--- src/rtl/dual_dac_start_ctrl.sv ---
module dual_dac_start_ctrl #(
  parameter int DW        = 16,
  parameter int RW        = 3,
  parameter int RANGE_DEF = 4,
  parameter int SLOT_CYC  = 2
) (
  input  logic           clk,
  input  logic           rst_n,
  input  logic           reg_wr,
  input  logic           reg_rd,
  input  logic [2:0]     reg_addr,
  input  logic [7:0]     reg_wdata,
  output logic [7:0]     reg_rdata,
  output logic           reg_err,
  input  logic [2*DW-1:0] dma_in0,
  input  logic [2*DW-1:0] dma_in1,
  input  logic [2*DW-1:0] adc_in0,
  input  logic [2*DW-1:0] adc_in1,
  output logic [3:0]     smp_vld,
  output logic [4*DW-1:0] smp_data
);
  localparam int CW = (SLOT_CYC > 1) ? $clog2(SLOT_CYC) : 1;
  localparam logic [1:0] C_STOP = 2'd0, C_RUN = 2'd1, C_SYNC = 2'd2;
  localparam logic [1:0] S_ADC = 2'd1, S_RAMP = 2'd2;

  logic [CW-1:0]   cnt;
  logic            phase;
  logic [1:0]      cmd  [2];
  logic [1:0]      src  [2];
  logic [RW-1:0]   rng  [2];
  logic [DW-1:0]   ramp [2];
  logic [2*DW-1:0] hold [2];
  logic [2*DW-1:0] pick [2];
  logic [1:0]      run, busy, armed, run_nx, st [2];

  wire slot_end  = (cnt == CW'(SLOT_CYC - 1));
  wire frame_end = slot_end & phase;
  wire slot_head = (cnt == '0);
  wire pair_go   = &armed;

  always_comb begin
    for (int e = 0; e < 2; e++) begin
      busy[e]  = (cmd[e] != C_STOP) | run[e];
      armed[e] = (cmd[e] == C_SYNC) & ~run[e];
      case (cmd[e])
        C_RUN:   run_nx[e] = 1'b1;
        C_SYNC:  run_nx[e] = run[e] | pair_go;
        default: run_nx[e] = 1'b0;
      endcase
      st[e] = run[e] ? 2'd2 : (cmd[e] == C_SYNC ? 2'd1 : 2'd0);
    end
  end

  always_comb begin
    pick[0] = dma_in0;
    pick[1] = dma_in1;
    if (src[0] == S_ADC)  pick[0] = adc_in0;
    if (src[1] == S_ADC)  pick[1] = adc_in1;
    if (src[0] == S_RAMP) pick[0] = {ramp[0], ramp[0]};
    if (src[1] == S_RAMP) pick[1] = {ramp[1], ramp[1]};
  end

  always_ff @(posedge clk) begin
    if (!rst_n) begin
      cnt   <= '0;
      phase <= 1'b0;
      run   <= '0;
      for (int e = 0; e < 2; e++) begin
        cmd[e]  <= C_STOP;
        src[e]  <= 2'd0;
        rng[e]  <= RW'(RANGE_DEF);
        ramp[e] <= '0;
        hold[e] <= '0;
      end
    end else begin
      cnt <= slot_end ? '0 : cnt + 1'b1;
      if (slot_end) phase <= ~phase;
      for (int e = 0; e < 2; e++) begin
        if (reg_wr && reg_addr == 3'(e)) begin
          src[e] <= reg_wdata[1:0];
          cmd[e] <= (reg_wdata[5:4] == 2'd3) ? C_STOP : reg_wdata[5:4];
        end
        if (reg_wr && reg_addr == 3'(e + 2) && !busy[e])
          rng[e] <= reg_wdata[RW-1:0];
        if (frame_end) begin
          run[e] <= run_nx[e];
          if (run_nx[e]) begin
            hold[e] <= pick[e];
            ramp[e] <= ramp[e] + 1'b1;
          end else begin
            ramp[e] <= '0;
          end
        end
      end
    end
  end

  always_comb begin
    reg_rdata = '0;
    reg_err   = 1'b0;
    if (reg_rd) begin
      case (reg_addr)
        3'd0:    reg_rdata = {2'b00, cmd[0], 2'b00, src[0]};
        3'd1:    reg_rdata = {2'b00, cmd[1], 2'b00, src[1]};
        3'd2:    if (busy[0]) reg_err = 1'b1; else reg_rdata = 8'(rng[0]);
        3'd3:    if (busy[1]) reg_err = 1'b1; else reg_rdata = 8'(rng[1]);
        3'd4:    reg_rdata = {4'b0000, st[1], st[0]};
        default: reg_rdata = '0;
      endcase
    end
  end

  for (genvar e = 0; e < 2; e++) begin : g_out
    assign smp_vld[2*e]   = run[e] & slot_head & ~phase;
    assign smp_vld[2*e+1] = run[e] & slot_head & phase;
    assign smp_data[2*DW*e +: 2*DW] = hold[e];
  end
endmodule

--- config.mk ---
export PLATFORM = sky130hd
export DESIGN_NAME = dual_dac_start_ctrl
export DESIGN_NICKNAME = d
export VERILOG_FILES = /design/src/rtl/dual_dac_start_ctrl.sv
export SDC_FILE = /design/constraint.sdc
export NUM_CORES = 1
export LEC_CHECK = 0
export ABC_AREA = 1
export BUFFER_PORTS_ARGS = -buffer_cell sky130_fd_sc_hd__buf_2
export CAP_MARGIN = 10
export CORE_ASPECT_RATIO = 0.9
export CORE_MARGIN = 10
export CORE_UTILIZATION = 45
export CTS_BUF_LIST = sky130_fd_sc_hd__clkbuf_4 sky130_fd_sc_hd__clkbuf_8
export CTS_CLUSTER_DIAMETER = 60
export DETAILED_ROUTE_END_ITERATION = 6
export GPL_TIMING_DRIVEN = 0
export PLACE_DENSITY = 0.73
export SKIP_CTS_REPAIR_TIMING = 1
export SYNTH_ARGS = -nofsm -noshare
export SYNTH_HDL_FRONTEND = slang
export SYNTH_SLANG_ARGS = --single-unit
--- constraint.sdc ---
create_clock -name clk -period 2.9 [get_ports clk]
set_clock_uncertainty 0.15 [all_clocks]
set_input_delay 0.145 -clock clk [delete_from_list [all_inputs] [get_ports clk]]
set_output_delay 0.145 -clock clk [all_outputs]
set_load 0.01 [all_outputs]
# [Word level (Yosys, flattened, before mapping)]
# Memory sizes are Yosys's and may differ from the RTL's.
# Cells that the tools add are included.
[op_classes] muxes=60 bitwise_logic=30 eq_ne=13 n_addsub=3 n_reduce_logical=13
[op_table] cell="two-way mux 32 bit" n=6
[op_table] cell="two-way mux 16 bit" n=4
[op_table] cell="two-way mux 1 bit" n=34
[op_table] cell="adder 16 x 1 -> 16 bit (second input constant)" n=2
[op_table] cell="one-hot mux 6 bit (5 select lines)" n=1
[op_table] cell="bitwise OR 1 bit" n=16
[op_table] cell="two-way mux 2 bit" n=7
[op_table] cell="two-way mux 3 bit" n=4
[op_table] cell="== test 2 bit (second input constant)" n=5
[op_table] cell="AND 1 bit" n=9
[op_table] cell="== test 2 x 1 -> 1 bit (second input constant)" n=4
[op_table] cell="== test 3 x 2 -> 1 bit (second input constant)" n=2
[op_table] cell="logical AND 1 bit" n=6
[op_table] cell="two-way mux 6 bit" n=1
[op_table] cell="one-hot mux 1 bit (2 select lines)" n=3
[op_table] cell="NOT 1 bit" n=5
[op_table] cell="nonzero test 2 bit" n=2
[op_table] cell="== test 3 x 1 -> 1 bit (second input constant)" n=1
[op_table] cell="== test 3 bit (second input constant)" n=1
[op_table] cell="zero test 3 bit" n=1
[op_table] cell="zero test 1 bit" n=2
[op_table] cell="AND reduction 2 bit" n=1
[op_table] cell="OR reduction 2 bit" n=1
[op_table] cell="adder 1 bit (second input constant)" n=1
[word_totals] reg_bits=4 word_cells=127 mem_bits_rw=110 mem_count=5 input_bits=143 output_inout_bits=77
[mem_list] name="hold" words=2 word_bits=32 rd=2 rd_ports_with_merged_regs=0 wr=2 line="32" rtl="logic [2*DW-1:0] hold [2];"
[mem_list] name="ramp" words=2 word_bits=16 rd=2 rd_ports_with_merged_regs=0 wr=2 line="31" rtl="logic [DW-1:0] ramp [2];"
[mem_list] name="rng" words=2 word_bits=3 rd=2 rd_ports_with_merged_regs=0 wr=2 line="30" rtl="logic [RW-1:0] rng [2];"
[mem_list] name="cmd" words=2 word_bits=2 rd=2 rd_ports_with_merged_regs=0 wr=2 line="28" rtl="logic [1:0] cmd [2];"
[mem_list] name="src" words=2 word_bits=2 rd=2 rd_ports_with_merged_regs=0 wr=2 line="29" rtl="logic [1:0] src [2];"

# [Logic depth before layout (Yosys ltp)]
# An unclocked memory read counts as a cell.
[depth] depth_word=12 depth_mapped=12 ltp_nobuf=12

# [Worst setup path after synthesis]
# Ideal clock, no wire load.
[synth_timing] path_kind="register -> register" startpoint="memory cmd[1][0] (netlist: cmd[0][2])" endpoint="memory hold[0][0] (netlist name) (enable)" synth_period_minus_slack_ns=2.262 t_arrival_ns=1.723 n_path_buf=0 stages_incl_launch_ff=9 path_slack_ns=0.638 required_ns=2.361 setup_time_ns=0.389 path_cell_list="edfxtp_1 > inv_1 > ha_1 > inv_1 > nor2_1 > o21ai_1 > nand2_1 > nand3_1 > nand2_1"
[synth_rtl] item="start, declared" line="28"
[synth_rtl] item="end, declared" line="32"

==> impl_metrics.yaml <==
grt:
  grt.total_usage: 0.189
  grt_max_degree: 42
  grt_pass1_wl_um: 32500
  grt_pass1_vias: 6099
  grt-ovfl-total: 0
  antenna_found_initial: 0
clocking:
  clock-root-buffer: "clkbuf_8"
  clkLatencyLatePin_ps: 440
  numCtsBuffers: 17
  cts_sinks: 114
  clock_path_buffers: 2
  cts_tree: "built"
  cts.clk_slew.worst_paths_ps: 60
  htreeDepth: 4
logic_synthesis:
  yosys_warnings: 0
  netlist_area_um2: 7080
  ys_top_cells_by_count: "nor2_1, edfxtp_1, nand2_1"
  synthTopCellsByArea: "edfxtp_1, nor2_4, o21ba_2"
  synthDistinctLibCells: 34
  yosysSeqAreaShare: 0.455
  async_flop_share: 0
  synth_edf_count: 94
  yosys.area.top_type: "edfxtp_1"
  yosysTopAreaCellShare: 0.399
  synth_seq_cells: 114
  synth_cells: 781
  yosysMostFrequentCell: "nor2_1"
  synth_ff_type: "edfxtp_1"
  avgSynthCellArea_um2: 9.06
worst_setup_path:
  cp_slowest_cell: "nand2_1"
  cp-end-kind: "flop"
  cp-start-kind: "flop"
  worstPathCellList: "inv_1, ha_1, inv_1, nor2_1, o21ai_1, nand2_1, nand3_1, nand2_1, buf_16"
  critPathKind: "reg2reg"
  cp_slowest_stage_delay_ps: 490
  crit_fanout: 22
  cp.arrival_ps: 2370
  required_ps: 2880
placement:
  numPortBuffers: 214
  dpl.hpwl_um: 16500
  postPlaceCellArea_um2: 8430
  gp_congestion: 0.900
floorplanning:
  ios: 220
  start_util: 0.458
  die_height_um: 139
  die_x_um: 152
  rows: 43
  core_um2: 15400
  die_area_um2: 21100
min_path:
  min_path_type: "in2reg"
cells_and_area:
  drive_gt1_frac: 0.382
  area_delta_synth_final_pct: 24.8
  post-route-cell-area_um2: 8830
  antennaDiodeCount: 0
  final_nets: 1173
  fillers: 1401
sta:
  maxClockFrequency_ghz: 0.419
  period_share: 0.823
  report.final.slew_viol_count: 0
  relSlewSlack: 0.514
  hold_violations: 0
  rsz0062_at_grt: "false"
  tightest_slew_ps: 721
  setup-tns-final_ps: 0
  finalSetupViolations: 0
  period_minus_slack_ps: 2390
routing:
  drtAntennaViolNets: 0
  drc: 0
  vias: 6274
  dr.first_iter.drc_count: 548
  vias_per_cell: 5.08
  finalWirelength_um: 21000
  wl_per_cell_um: 17.0
  dr.pass1.iters: 5
power:
  cellLeakagePower_nw: 3.65
  powerDensity_nw_per_um2: 438
  max-vdd-ir-drop_uv: 277
status:
  outcome: "finished, final reports clean"
run:
  cap_viol_max_count: 0
-- path summary, 6_finish.rpt --
path / startpoint / to / slack [ps] / cells after the start
hold / removal: rst_n / cnt / 50 / 4
hold reg to reg: ramp[1][4] / ramp[1][4] / 360 / 2
setup reg to reg: cmd[0][2] / hold[0][24] / 510 / 9
setup / recovery: cmd[0][2] / hold[0][24] / 510 / 9
-- registers in the layout, summed over array words and instances, names as in the netlist --
signal,count
cnt,1
run,2
rng,6
hold,64
cmd,4
phase,1
src,4
ramp,32
-- routing by layer --
| layer | track usage | vias up | wire length, µm | part of all wire |
|---|---|---|---|---|
| met5 | 0 | - | 0 | 0 |
| met4 | 0.0572 | 0 | 289 | 0.014 |
| met3 | 0.0484 | 24 | 1430 | 0.068 |
| met2 | 0.298 | 243 | 9790 | 0.47 |
| met1 | 0.249 | 2931 | 9440 | 0.45 |
| li1 | - | 3076 | - | - |
-- cell usage in the layout, fill, tap and decap left out, types with 18 or more instances in the layout --
cell type	count
buf_2	216
nor2_1	166
edfxtp_1	94
nand2_1	86
inv_1	72
o21ai_0	70
o21ba_2	64
nor2_4	60
a21oi_1	27
nand3_1	25
dfxtp_1	20
clkbuf_1	19
nor3_1	18
-- layout make-up --
cell class                      instances  area [µm²]  share of cell area
Sequential cell                       114        3220               0.365
Timing Repair Buffer                  221        1160               0.131
Clock inverter                         13        96.3              0.0109
Multi-Input combinational cell        557        3310               0.375
Buffer                                 34         258              0.0292
Clock buffer                           18         241              0.0273
Tap cell                              202         253              0.0286
Inverter                               77         290              0.0329
-- logic make-up (layout without fill, tap and decap cells) --
| family | Yosys count | in the layout | share of synthesized area |
|---|---|---|---|
| and+or+nand+nor | 375 | 375 | 0.281 |
| buffers and inverters | 111 | 363 | 0.0774 |
| DFF | 114 | 114 | 0.455 |
| adders and majority gates | 8 | 8 | 0.0141 |
| xor gates and xnor gates | 6 | 6 | 0.00743 |
| AOI/OAI and AO/OA | 166 | 166 | 0.164 |
| other | 1 | 2 | 0.000530 |
-- worst max-delay path, delay by kind of cell, from the launching register on --
kind                       cells  cell delay (ps)
adders and majority gates      1              170
and+or+nand+nor                4              870
AOI/OAI and AO/OA              1               80
DFF                            1              420
buffers and inverters          3              390
-- through the flow --
stage	worst slack (ps)	hold WS, ps	std cells	total power, W	utilization
after floorplan	638	187	782	0.00232	-
after global routing	321	37.4	1236	0.00402	0.572
after CTS	503	-179	1230	0.00388	0.568
after detailed placement	514	286	1199	0.00257	0.546
after global placement	157	279	1198	0.00255	0.544
final	513	46.3	1236	0.00386	0.572
-- where the power goes --
part / leakage, nW / internal [W] / switching, W / total, W
registers: 1.12 / 0.00183 / 0.0000350 / 0.00187
logic: 2.37 / 0.000278 / 0.000393 / 0.000671
clock network: 0.167 / 0.000662 / 0.000662 / 0.00132
No activity file was read; power rests on OpenSTA's default activity.
